[src/rtl/alu_pkg.sv]
package alu_pkg;
  typedef enum logic [2:0] {
    OP_ADD  = 3'd0,
    OP_SUB  = 3'd1,
    OP_ADDR = 3'd2,
    OP_MUL  = 3'd3,
    OP_DIV  = 3'd4,
    OP_SWAP = 3'd5,
    OP_RSV6 = 3'd6,
    OP_RSV7 = 3'd7
  } aluOp_e;

  typedef enum logic [1:0] {
    SZ_BYTE  = 2'd0,
    SZ_WORD  = 2'd1,
    SZ_LONG  = 2'd2,
    SZ_LONG3 = 2'd3
  } aluSize_e;

  // strobes from control to datapath
  typedef struct packed {
    logic loadOut;  // capture single-cycle result
    logic divInit;  // load divider working registers
    logic divStep;  // one restoring step
    logic divFin;   // capture divider result
  } aluCtrl_t;

  localparam int FLAG_W = 5;
  localparam int FX = 4;
  localparam int FN = 3;
  localparam int FZ = 2;
  localparam int FV = 1;
  localparam int FC = 0;
endpackage

[src/rtl/alu_ctrl.sv]
module alu_ctrl
  import alu_pkg::*;
#(
  parameter int DATA_W = 32
) (
  input  logic     clk,
  input  logic     rstN,
  input  logic     start,
  input  logic     isDiv,
  input  logic     divFast,
  output aluCtrl_t ctl,
  output logic     busy
);
  localparam int HW = DATA_W / 2;
  localparam int CW = $clog2(HW);

  typedef enum logic [1:0] {ST_IDLE, ST_RUN, ST_FIN} state_e;

  state_e        state;
  logic [CW-1:0] stepCnt;

  always_comb begin
    ctl = '0;
    case (state)
      ST_IDLE: begin
        if (start) begin
          if (isDiv && !divFast) ctl.divInit = 1'b1;
          else                   ctl.loadOut = 1'b1;
        end
      end
      ST_RUN:  ctl.divStep = 1'b1;
      ST_FIN:  ctl.divFin  = 1'b1;
      default: ctl = '0;
    endcase
  end

  always_ff @(posedge clk) begin
    if (!rstN) begin
      state   <= ST_IDLE;
      stepCnt <= '0;
    end else begin
      case (state)
        ST_IDLE: begin
          if (start && isDiv && !divFast) begin
            state   <= ST_RUN;
            stepCnt <= '0;
          end
        end
        ST_RUN: begin
          stepCnt <= stepCnt + 1'b1;
          if (stepCnt == CW'(HW - 1)) state <= ST_FIN;
        end
        ST_FIN:  state <= ST_IDLE;
        default: state <= ST_IDLE;
      endcase
    end
  end

  assign busy = (state != ST_IDLE);
endmodule

[src/rtl/alu_dp.sv]
module alu_dp
  import alu_pkg::*;
#(
  parameter int DATA_W = 32
) (
  input  logic              clk,
  input  logic              rstN,
  input  aluCtrl_t          ctl,
  input  logic [2:0]        op,
  input  logic [1:0]        size,
  input  logic [DATA_W-1:0] src,
  input  logic [DATA_W-1:0] dst,
  input  logic [FLAG_W-1:0] flagsIn,
  output logic              divFast,
  output logic [DATA_W-1:0] result,
  output logic [FLAG_W-1:0] flags,
  output logic              divZero,
  output logic              done
);
  localparam int DW = DATA_W;
  localparam int HW = DATA_W / 2;
  localparam int BW = 8;
  localparam int IW = $clog2(DW + 1);

  aluOp_e   opE;
  aluSize_e sizeE;
  assign opE   = aluOp_e'(op);
  assign sizeE = aluSize_e'(size);

  // ---------------- single-cycle arithmetic ----------------
  logic [DW-1:0]     mask;
  logic [IW-1:0]     topIdx;
  logic [IW-1:0]     carryIdx;
  logic [DW:0]       aM, bM, sum;
  logic [DW-1:0]     sumLo, extSrc, prod, swapped, nextRes;
  logic              cOut, vOut, aSign, bSign, rSign;
  logic              dz, ovf;
  logic [FLAG_W-1:0] nextFlags;

  always_comb begin
    case (sizeE)
      SZ_BYTE: begin
        mask     = {{(DW-BW){1'b0}}, {BW{1'b1}}};
        topIdx   = IW'(BW - 1);
        carryIdx = IW'(BW);
      end
      SZ_WORD: begin
        mask     = {{(DW-HW){1'b0}}, {HW{1'b1}}};
        topIdx   = IW'(HW - 1);
        carryIdx = IW'(HW);
      end
      default: begin
        mask     = {DW{1'b1}};
        topIdx   = IW'(DW - 1);
        carryIdx = IW'(DW);
      end
    endcase
  end

  always_comb begin
    aM    = {1'b0, dst & mask};
    bM    = {1'b0, src & mask};
    sum   = (opE == OP_SUB) ? (aM - bM) : (aM + bM);
    sumLo = sum[DW-1:0] & mask;
    cOut  = sum[carryIdx];
    rSign = sum[topIdx];
    aSign = aM[topIdx];
    bSign = bM[topIdx];
    if (opE == OP_SUB) vOut = (aSign != bSign) && (rSign != aSign);
    else               vOut = (aSign == bSign) && (rSign != aSign);
  end

  assign extSrc  = (sizeE == SZ_LONG || sizeE == SZ_LONG3) ? src
                   : {{(DW-HW){src[HW-1]}}, src[HW-1:0]};
  assign prod    = DW'(src[HW-1:0]) * DW'(dst[HW-1:0]);
  assign swapped = {dst[HW-1:0], dst[DW-1:HW]};
  assign dz      = (src[HW-1:0] == '0);
  assign ovf     = !dz && (dst[DW-1:HW] >= src[HW-1:0]);
  assign divFast = dz || ovf;

  always_comb begin
    case (opE)
      OP_ADD, OP_SUB: begin
        nextRes   = (dst & ~mask) | sumLo;
        nextFlags = {cOut, rSign, (sumLo == '0), vOut, cOut};
      end
      OP_ADDR: begin
        nextRes   = dst + extSrc;
        nextFlags = flagsIn;
      end
      OP_MUL: begin
        nextRes   = prod;
        nextFlags = {flagsIn[FX], prod[DW-1], (prod == '0), 1'b0, 1'b0};
      end
      OP_DIV: begin
        nextRes   = dst;
        nextFlags = dz ? flagsIn : {flagsIn[FX:FZ], 1'b1, 1'b0};
      end
      OP_SWAP: begin
        nextRes   = swapped;
        nextFlags = {flagsIn[FX], swapped[DW-1], (swapped == '0), 1'b0, 1'b0};
      end
      default: begin
        nextRes   = dst;
        nextFlags = flagsIn;
      end
    endcase
  end

  // ---------------- restoring divider ----------------
  logic [HW-1:0] divisorQ, remQ, quoQ;
  logic          xHoldQ;
  logic [HW:0]   trial;
  logic          fits;

  assign trial = {remQ, quoQ[HW-1]};
  assign fits  = (trial >= {1'b0, divisorQ});

  always_ff @(posedge clk) begin
    if (!rstN) begin
      divisorQ <= '0;
      remQ     <= '0;
      quoQ     <= '0;
      xHoldQ   <= 1'b0;
    end else if (ctl.divInit) begin
      divisorQ <= src[HW-1:0];
      remQ     <= dst[DW-1:HW];
      quoQ     <= dst[HW-1:0];
      xHoldQ   <= flagsIn[FX];
    end else if (ctl.divStep) begin
      remQ <= fits ? HW'(trial - {1'b0, divisorQ}) : trial[HW-1:0];
      quoQ <= {quoQ[HW-2:0], fits};
    end
  end

  // ---------------- output registers ----------------
  always_ff @(posedge clk) begin
    if (!rstN) begin
      result  <= '0;
      flags   <= '0;
      divZero <= 1'b0;
      done    <= 1'b0;
    end else if (ctl.loadOut) begin
      result  <= nextRes;
      flags   <= nextFlags;
      divZero <= (opE == OP_DIV) && dz;
      done    <= 1'b1;
    end else if (ctl.divFin) begin
      result  <= {remQ, quoQ};
      flags   <= {xHoldQ, quoQ[HW-1], (quoQ == '0), 1'b0, 1'b0};
      divZero <= 1'b0;
      done    <= 1'b1;
    end else begin
      divZero <= 1'b0;
      done    <= 1'b0;
    end
  end
endmodule

[src/rtl/sized_alu.sv]
module sized_alu
  import alu_pkg::*;
#(
  parameter int DATA_W = 32
) (
  input  logic              clk,
  input  logic              rstN,
  input  logic              start,
  input  logic [2:0]        op,
  input  logic [1:0]        size,
  input  logic [DATA_W-1:0] src,
  input  logic [DATA_W-1:0] dst,
  input  logic [4:0]        flagsIn,
  output logic [DATA_W-1:0] result,
  output logic [4:0]        flags,
  output logic              done,
  output logic              busy,
  output logic              divZero
);
  aluCtrl_t ctl;
  logic     divFast;
  logic     isDiv;

  assign isDiv = (op == OP_DIV);

  alu_ctrl #(.DATA_W(DATA_W)) u_ctrl (
    .clk     (clk),
    .rstN    (rstN),
    .start   (start),
    .isDiv   (isDiv),
    .divFast (divFast),
    .ctl     (ctl),
    .busy    (busy)
  );

  alu_dp #(.DATA_W(DATA_W)) u_dp (
    .clk     (clk),
    .rstN    (rstN),
    .ctl     (ctl),
    .op      (op),
    .size    (size),
    .src     (src),
    .dst     (dst),
    .flagsIn (flagsIn),
    .divFast (divFast),
    .result  (result),
    .flags   (flags),
    .divZero (divZero),
    .done    (done)
  );
endmodule

[config.mk]
export PLATFORM = sky130hd
export DESIGN_NAME = sized_alu
export DESIGN_NICKNAME = d
export VERILOG_FILES = /design/src/rtl/alu_pkg.sv /design/src/rtl/alu_ctrl.sv /design/src/rtl/alu_dp.sv /design/src/rtl/sized_alu.sv
export SDC_FILE = /design/constraint.sdc
export NUM_CORES = 1
export LEC_CHECK = 0
export BUFFER_PORTS_ARGS = -buffer_cell sky130_fd_sc_hd__buf_4
export CAP_MARGIN = 20
export CORE_MARGIN = 2
export CORE_UTILIZATION = 30
export DETAILED_ROUTE_END_ITERATION = 6
export PLACE_DENSITY = 0.57
export SYNTH_ARGS = -nofsm -noshare
export SYNTH_HDL_FRONTEND = slang
export SYNTH_SLANG_ARGS = --single-unit
[constraint.sdc]
create_clock -name clk -period 8.3 [get_ports clk]
set_clock_uncertainty 0.15 [all_clocks]
set_input_delay 2.49 -clock clk [delete_from_list [all_inputs] [get_ports clk]]
set_output_delay 2.49 -clock clk [all_outputs]
set_load 0.01 [all_outputs]
After elaboration in Yosys (flattened, before gate mapping):

Cells that the tools add are included.

* logic and storage cells: 108
* output and inout bits: 40
* register bits: 94
* bits of input ports: 77

* add/subtract/negate cells: 5
* magnitude comparators: 4
* multipliers: 1
* equal/unequal tests: 16
* bitwise operators: 6
* multiplexer cells: 39
* reductions and logical operators: 27

Operators with widths (number)
* bitwise AND 32 bit: 4
* one-hot mux 32 bit (4 select lines): 1
* logical NOT 32 bit: 3
* 2-to-1 mux 32 bit: 3
* 2-to-1 mux 16 bit: 5
* one-hot mux 32 bit (2 select lines): 1
* adder 32 x 32 -> 33 bit: 1
* 2-to-1 mux 33 bit: 1
* subtractor 32 x 32 -> 33 bit: 1
* adder 32 bit: 1
* logical NOT 16 bit: 2
* multiplier 16 x 16 -> 32 bit: 1
* inverter 32 bit: 1
* bitwise OR 32 bit: 1
* binary-select mux 1 bit (select 6 bit): 4
* one-hot mux 5 bit (4 select lines): 1
* greater-or-equal comparator 17 x 16 -> 1 bit: 1
* greater-or-equal comparator 16 bit: 1
* subtractor 16 bit: 1
* one-hot mux 6 bit (2 select lines): 1
* 2-to-1 mux 1 bit: 11
* 2-to-1 mux 2 bit: 5
* 2-to-1 mux 5 bit: 2
* one-hot mux 5 bit (2 select lines): 1
* 23 further kinds: 44

Depth between registers and ports, before layout:

Gate-level depths: netlist of run 1.

* depth in word-level cells: 12
* gate-level depth with buffers: 26

By module:

Synthesis of run 1 repeated with hierarchy kept, for this count alone.

* cell total of the unflattened synthesis: 2601
* area total of the unflattened synthesis: 20083.0 µm²

By module, submodules not included
* alu_dp: times used 1, cells an instance 2563, area an instance 19753.9 µm²
* alu_ctrl: times used 1, cells an instance 37, area an instance 316.6 µm²
* sized_alu: times used 1, cells an instance 1, area an instance 12.5 µm²

Worst setup path after synthesis of run 1:

Ideal clock, no wire load.

* path kind: input-to-reg
* start: in src[6]
* end: reg u_dp.flags[2]
* stages: 25
* setup slack: -0.641 ns
* arrival: 8.696 ns
* data required time: 8.054 ns
* cells stage by stage: clkbuf_1 > clkbuf_1 > nand2_1 > fa_1 > inv_1 > fa_1 > inv_1 > fa_1 > inv_1 > fa_1 > fa_1 > inv_1 > fa_1 > inv_1 > ha_1 > and4_1 > and2_1 > a221oi_1 > a21boi_0 > xnor2_1 > nor4b_2 > nand3_1 > nor4_1 > nand4_1 > o41ai_2

* cells in the longest elaborated chain, start to end: 10

RTL lines
* start, declared: RTL line sized_alu.sv:11 `input logic [DATA_W-1:0] src,`
* branches (longest 10 deep; another with multiplier 16 x 16 -> 32 bit)
* end signal, assigned: RTL line alu_dp.sv:145 `flags <= nextFlags;`
* end signal, assigned: RTL line alu_dp.sv:150 `flags <= {xHoldQ, quoQ[HW-1], (quoQ == '0), 1'b0, 1'b0};`
* end, declared: RTL line alu_dp.sv:16 `output logic [FLAG_W-1:0] flags,`

Several ways; the timed one is not identified.
A chain may end at the register's enable or synchronous reset.

Worst setup path in the final report of run 1:

* start: in src[5]
* end: reg u_dp.flags[2]

Same word-level chain as after synthesis.

==> results.txt, run 1 <==
hpwl dp: 63.9 mm
post-synth top area share: 19.9%
Cell Area, Placed: 23000 sq um
Worst slew margin: 38.7%
GRT Total Usage: 23.1%
Min Hold Slack: 343 ps
IO Pins: 117
crit path from: src[5]
final period utilization: 102%
Crit-path slowest cell: fa_1
Crit path largest cell delay: 540 ps
met3 usage: 3.22%
HP Start: u_dp.result[21]$_SDFFE_PN0P_
vias in the first global route: 19600
final hold vios: 0
port bufs: 116
clk buf depth: 2
Reg clk slew, reported paths: 70 ps
total power: 0.0103 W
Initial DRC Count: 2089
met1 usage: 32.1%
CTS tree: yes
Routed WL: 79.6 mm
setup violators final: 4
Critical path buffers and inverters: 3
critical path startpoint category: primary input
mapped cell area: 19800 sq um
row cnt: 94
Routability Congestion: 0.972
CTS HTree Levels: 3
Final WS setup: -163 ps
Arr. time, crit path: 8570 ps
total iterations of the first detailed-routing run: 6
EDFF count, synth: 0
Hold Buf Count CTS: 0
largest net degree at the start of global routing: 76
kind of end point of the critical path: flop
core area: 65600 sq um
fin. max-slew vios: 0
Synth Instances: 2623
clk_lat worst skew: 350 ps
post-synthesis register bit count: 94
worst r2r src: u_dp.quoQ[15]$_SDFFE_PN0P_
power density cells: 431 nW/um^2
met2 Resource Use GR: 36.3%
initial core utilization: 30.2%
area leader, netlist: fa_1
CTS Root Buffer Type: clkbuf_16
DRC viols: 0
Async SR Flop Fraction: 0%
post-route design area: 24000 sq um
syn_area_per_cell: 7.57 sq um
Peak VDD IR: 0.633 mV
fin util: 36.5%
ANT nets after route: 0
die height: 261 um
largest cells by area after synthesis: fa_1 20%, ha_1 13%, dfxtp_1 9.5%
Cell variety after synth: 86
die area: 68200 sq um
Crit Path Max Fanout: 11
FMAX: 0.118 GHz
sequential-to-total area share from yosys stat: 9.48%
crit path cell chain: buf_8, ha_2, fa_1, inv_1, fa_1, fa_1, fa_1, inv_1, fa_1, fa_1, ha_4, o211ai_1, and2_4, o2bb2ai_2, or2_4, a221o_1, a21oi_2, xor2_1, nand2_1, nor4_4, nand4_1, o41ai_2
Most Crowded Layer GR: met2
Vias: 20200
Worst Setup Path Type: in -> reg
first-pass GRT wire length: 121 mm
CP delay by family, top: adder cells
cell mode on critical path: fa_1
worst slack at placement: -670 ps
DR vias/cell: 5.48
wire length per cell: 21.7 um
Post-synth top flop: dfxtp_1
Layout area overhead: 20.7%
die width: 261 um
actual slew at the worst max-slew pin: 916 ps
status: finished with violations
CTS buffer count: 9
RSZ-0062 raised after global routing: yes
share of cells above drive strength 1: 17.4%
failing checks: negative setup slack
max_cap viols: 0
Data required, critical path: 8410 ps
CTS sink cnt: 94
Ys Warns: 0
Tmin final: 8460 ps
Synth Net Count: 3098
Leak: 10.9 nW
initial antenna violation count: 1
Final #Nets: 3282
worst hold path type: reg -> reg
grt total ovfl: 0
==> worst paths after layout <==
path | depth (start not counted) | slack [ps] | to
worst max-delay path | 22 | -160 | u_dp.flags[2]$_SDFFE_PN0P_
worst min register to register | 2 | 340 | u_dp.result[21]$_SDFFE_PN0P_
worst max register to register | 14 | 4850 | u_dp.remQ[14]$_SDFFE_PN0P_
worst min-delay path | 2 | 340 | u_dp.result[21]$_SDFFE_PN0P_
==> worst min-delay path: cells and delay by family (launching register included) <==
family,cells,cell delay [ps]
compound gates,1,70
flops,1,320
simple gates,1,50
==> per-layer routing <==
| layer | routed length (um) | part of all wire, % | up-vias |
|---|---|---|---|
| met4 | 3160 | 4.0 | 0 |
| met5 | 0 | 0 | - |
| met1 | 35100 | 44 | 9771 |
| met3 | 6040 | 7.6 | 168 |
| met2 | 35300 | 44 | 884 |
| li1 | - | - | 9345 |
==> power breakdown <==
part / internal, W / total (W) / switching (W)
Combinational: 0.00442 / 0.00939 / 0.00497
Sequential: 0.000485 / 0.000522 / 0.0000371
Clock: 0.000211 / 0.000415 / 0.000204
==> timing repair <==
item                       4_1_cts  5_1_grt
cloned                           0        1
pin swaps                       11       49
setup buffers                    1       11
gates resized for setup         19      126
hold endpoints to repair         0        0
setup endpoints to repair        8       19
==> synthesized netlist by cell type (6+ instances only) <==
master    count
nand2_1     372
and4_1        7
nor3_1       44
nand4_1      22
a21boi_0      7
o31ai_1      15
o21bai_1     13
and2_1      125
nand2b_1     13
a311oi_1      9
inv_1       281
and3_1       16
o211ai_1     13
nor2b_1      16
a211oi_1     22
ha_1        201
a21oi_1     158
a41oi_1       9
dfxtp_1      94
o41ai_1       7
a211o_1       6
o311ai_0      6
nor2_1      182
a31oi_1      30
mux2i_1      41
xnor2_1      61
nor4_1       19
a32oi_1       8
o21a_1       17
or2_2         7
a22oi_1      34
or3_1        11
a21o_1       37
o22ai_1      17
nand3_1      47
o21ai_0     139
buf_1         9
a221oi_1     14
xor2_1       47
clkbuf_1    142
mux2_2       12
fa_1        197
==> per-stage QoR <==
| step | cells | setup TNS (ps) |
|---|---|---|
| after floorplan | 2623 | -17.5 |
| after global placement | 3650 | -5450 |
| after detailed placement | 3650 | -6350 |
| after CTS | 3667 | -123 |
| after global routing | 3677 | -1710 |
| final | 3677 | -263 |
==> cell families after synthesis <==
group           Yosys count  synth area share, %
compound gates          632                 21.0
xor+xnor                108                 4.77
fa+ha+maj               398                 32.5
buf+inv                 440                 8.36
flops                    94                 9.48
mux                      53                 2.75
simple gates            898                 21.1
==> sequential cells by signal (all words and copies together), names as in the netlist <==
signal / count
u_dp.divZero: 1
u_ctrl.state: 2
u_dp.result: 32
u_dp.done: 1
u_dp.xHoldQ: 1
u_dp.remQ: 16
u_dp.flags: 5
u_dp.quoQ: 16
u_ctrl.stepCnt: 4
u_dp.divisorQ: 16
==> cells in the final DEF (no fill, tap or decap), types with 10 or more instances in the layout <==
cell / n
a22oi_1: 34
nand4_1: 22
and2_1: 111
o21a_1: 17
nor4_1: 18
nor3_1: 42
and3_1: 15
mux2i_1: 40
o21bai_1: 12
nor2b_1: 12
dfxtp_1: 94
ha_1: 191
nor2_1: 179
o22ai_1: 16
a21oi_1: 152
buf_4: 297
nand3_1: 46
o31ai_1: 13
a31oi_1: 28
nand2_1: 367
xnor2_1: 58
or3_1: 11
xor2_1: 43
inv_1: 272
a21o_1: 37
buf_6: 17
o21ai_0: 129
o211ai_1: 13
mux2_2: 12
fa_1: 190
a211oi_1: 19
clkbuf_16: 10
and2_4: 14
nand2b_1: 13
==> area by class of cell <==
cell class                 instances  area [sq um]
antenna                            1          2.50
clock buffer                       9           225
clock inverter                     7          63.8
fill                            6954         41700
inverter                         283          1060
multi-input combinational       2089         16900
sequential                        94          1880
tap                              864          1080
timing repair buffer             330          2710
Note: power is estimated with default switching activity, not from simulation.
==> run 2, diff against run 1 <==
- RECOVER_POWER: not set -> 100
- SLEW_MARGIN: not set -> 20
==> run 2 against run 1 <==
Against the previous run: largest cell class unchanged; first-iteration DRC count up 5.2%; largest power group unchanged; critical path depth rose by 2; power fell by 0.73%; the run ends with design-rule violations, max-capacitance violations, max-slew violations, negative setup slack left; wire length about the same; critical endpoint unchanged; critical path type unchanged.
==> results.txt, run 2 (synthesis results as in run 1) <==
setup TNS: -615 ps
cell-internal power: 0.00506 W
Final #Nets: 3282
Routability Congestion: 0.972
ANT nets after route: 0
max_cap viols: 4
CTS Root Buffer Type: clkbuf_16
Top reg by flops: u_dp.result
critical path startpoint category: primary input
row cnt: 94
die width: 261 um
Cell Area, Placed: 23000 sq um
power density cells: 431 nW/um^2
clk_lat worst skew: 350 ps
Crit Path Max Fanout: 6
post-route design area: 23800 sq um
CTS buffer count: 9
worst slack at placement: -670 ps
die area: 68200 sq um
Final WS setup: -171 ps
initial core utilization: 30.2%
die height: 261 um
CTS HTree Levels: 3
DR vias/cell: 5.51
DRC viols: 14
final period utilization: 102%
Peak VDD IR: 0.634 mV
worst hold path type: reg -> reg
FMAX: 0.118 GHz
Tmin final: 8470 ps
grt total ovfl: 0
switching fraction of total power: 50.7%
Leak: 10.7 nW
Vias: 20200
RSZ-0062 raised after global routing: yes
final hold vios: 0
reg2reg path depth: 8
total iterations of the first detailed-routing run: 7
first-pass GRT wire length: 121 mm
clk buf depth: 2
Reg power frac: 5.1%
Logic pwr share: 90.9%
setup violators final: 7
vias in the first global route: 19600
fin util: 36.2%
Clock power frac: 4.1%
P_sw: 0.00519 W
kind of end point of the critical path: flop
worst hold stages: 2
most common cell after layout, fill and taps aside: nand2_1
Min Hold Slack: 338 ps
GRT Total Usage: 23.1%
CTS tree: yes
port bufs: 116
status: finished with violations
Arr. time, crit path: 8580 ps
Reg clk slew, reported paths: 70 ps
IO Pins: 117
most frequent cells in the layout: 367 x nand2_1, 272 x inv_1, 245 x buf_4
Initial DRC Count: 2197
initial antenna violation count: 1
failing checks: design-rule violations, max-capacitance violations, max-slew violations, negative setup slack
worst reg-to-reg setup slack: 3770 ps
hpwl dp: 63.9 mm
Largest register FFs: 32
Worst slew margin: -54.4%
actual slew at the worst max-slew pin: 2320 ps
Layout area overhead: 19.7%
Data required, critical path: 8410 ps
Routed WL: 79.5 mm
CTS sink cnt: 94
wire length per cell: 21.6 um
Worst Setup Path Type: in -> reg
fin. max-slew vios: 103
core area: 65600 sq um
share of cells above drive strength 1: 15.6%
largest net degree at the start of global routing: 76
==> run 2: power groups by stage <==
| stage | sequential [W] | combinational [W] | clock (W) |
|---|---|---|---|
| 3_3_place_gp | 0.000532 | 0.00812 | 0 |
| 6_report | 0.000523 | 0.00931 | 0.000415 |
| 2_1_floorplan | 0.000526 | 0.00461 | 0 |
| 4_1_cts | 0.000522 | 0.00840 | 0.000416 |
| 5_1_grt | 0.000523 | 0.0101 | 0.000433 |
| 3_5_place_dp | 0.000532 | 0.00810 | 0 |
==> run 2: critical path: stages <==
cell and delay [ps]:
buf_12 120, and2_4 160, fa_1 520, inv_1 50, fa_1 460, fa_2 560
inv_2 50, fa_2 460, fa_1 510, inv_2 40, fa_1 490, inv_2 50
ha_4 260, o211ai_1 130, and2_4 210, nor4b_4 330, clkbuf_4 200, o21ai_2 80
a31o_4 240, xor2_1 180, nand2_1 120, nor4_4 290, nand4_1 310, o41ai_2 270
==> run 2: timing repair <==
action,4_1_cts,5_1_grt
hold buffers,0,0
setup buffers,1,11
cloned,0,1
endpoints found under the setup margin,8,19
resized for setup,19,126
pin swaps,11,49
==> run 2: metal layers <==
metal	part of all wire (%)	routed length, um	GRT usage (%)	vias to the layer above
met5	0	0	0	-
met4	4.2	3350	8.24	0
met3	8.0	6380	3.22	180
met2	44	35100	36.3	958
met1	44	34700	32.1	9758
li1	-	-	-	9352
==> run 2: worst paths after layout <==
check,end,startpoint
min,u_dp.result[21]$_SDFFE_PN0P_,u_dp.result[21]$_SDFFE_PN0P_
max reg2reg,u_dp.result[17]$_SDFFE_PN0P_,u_ctrl.state[0]$_SDFFE_PN0P_
min reg2reg,u_dp.result[21]$_SDFFE_PN0P_,u_dp.result[21]$_SDFFE_PN0P_
max,u_dp.flags[2]$_SDFFE_PN0P_,dst[4]
==> run 2: final cells by class <==
| cell class | count | area (sq um) |
|---|---|---|
| sequential | 94 | 1880 |
| clock buffer | 9 | 225 |
| inverter | 283 | 1060 |
| tap | 864 | 1080 |
| antenna | 1 | 2.50 |
| timing repair buffer | 330 | 2520 |
| multi-input combinational | 2089 | 16900 |
| fill | 7009 | 41900 |
| clock inverter | 7 | 63.8 |
==> run 2: stage by stage <==
stage	total power (W)	instances
after floorplan	0.00513	2623
after global placement	0.00865	3650
after detailed placement	0.00863	3650
after CTS	0.00934	3667
after global routing	0.0111	3677
final	0.0102	3677
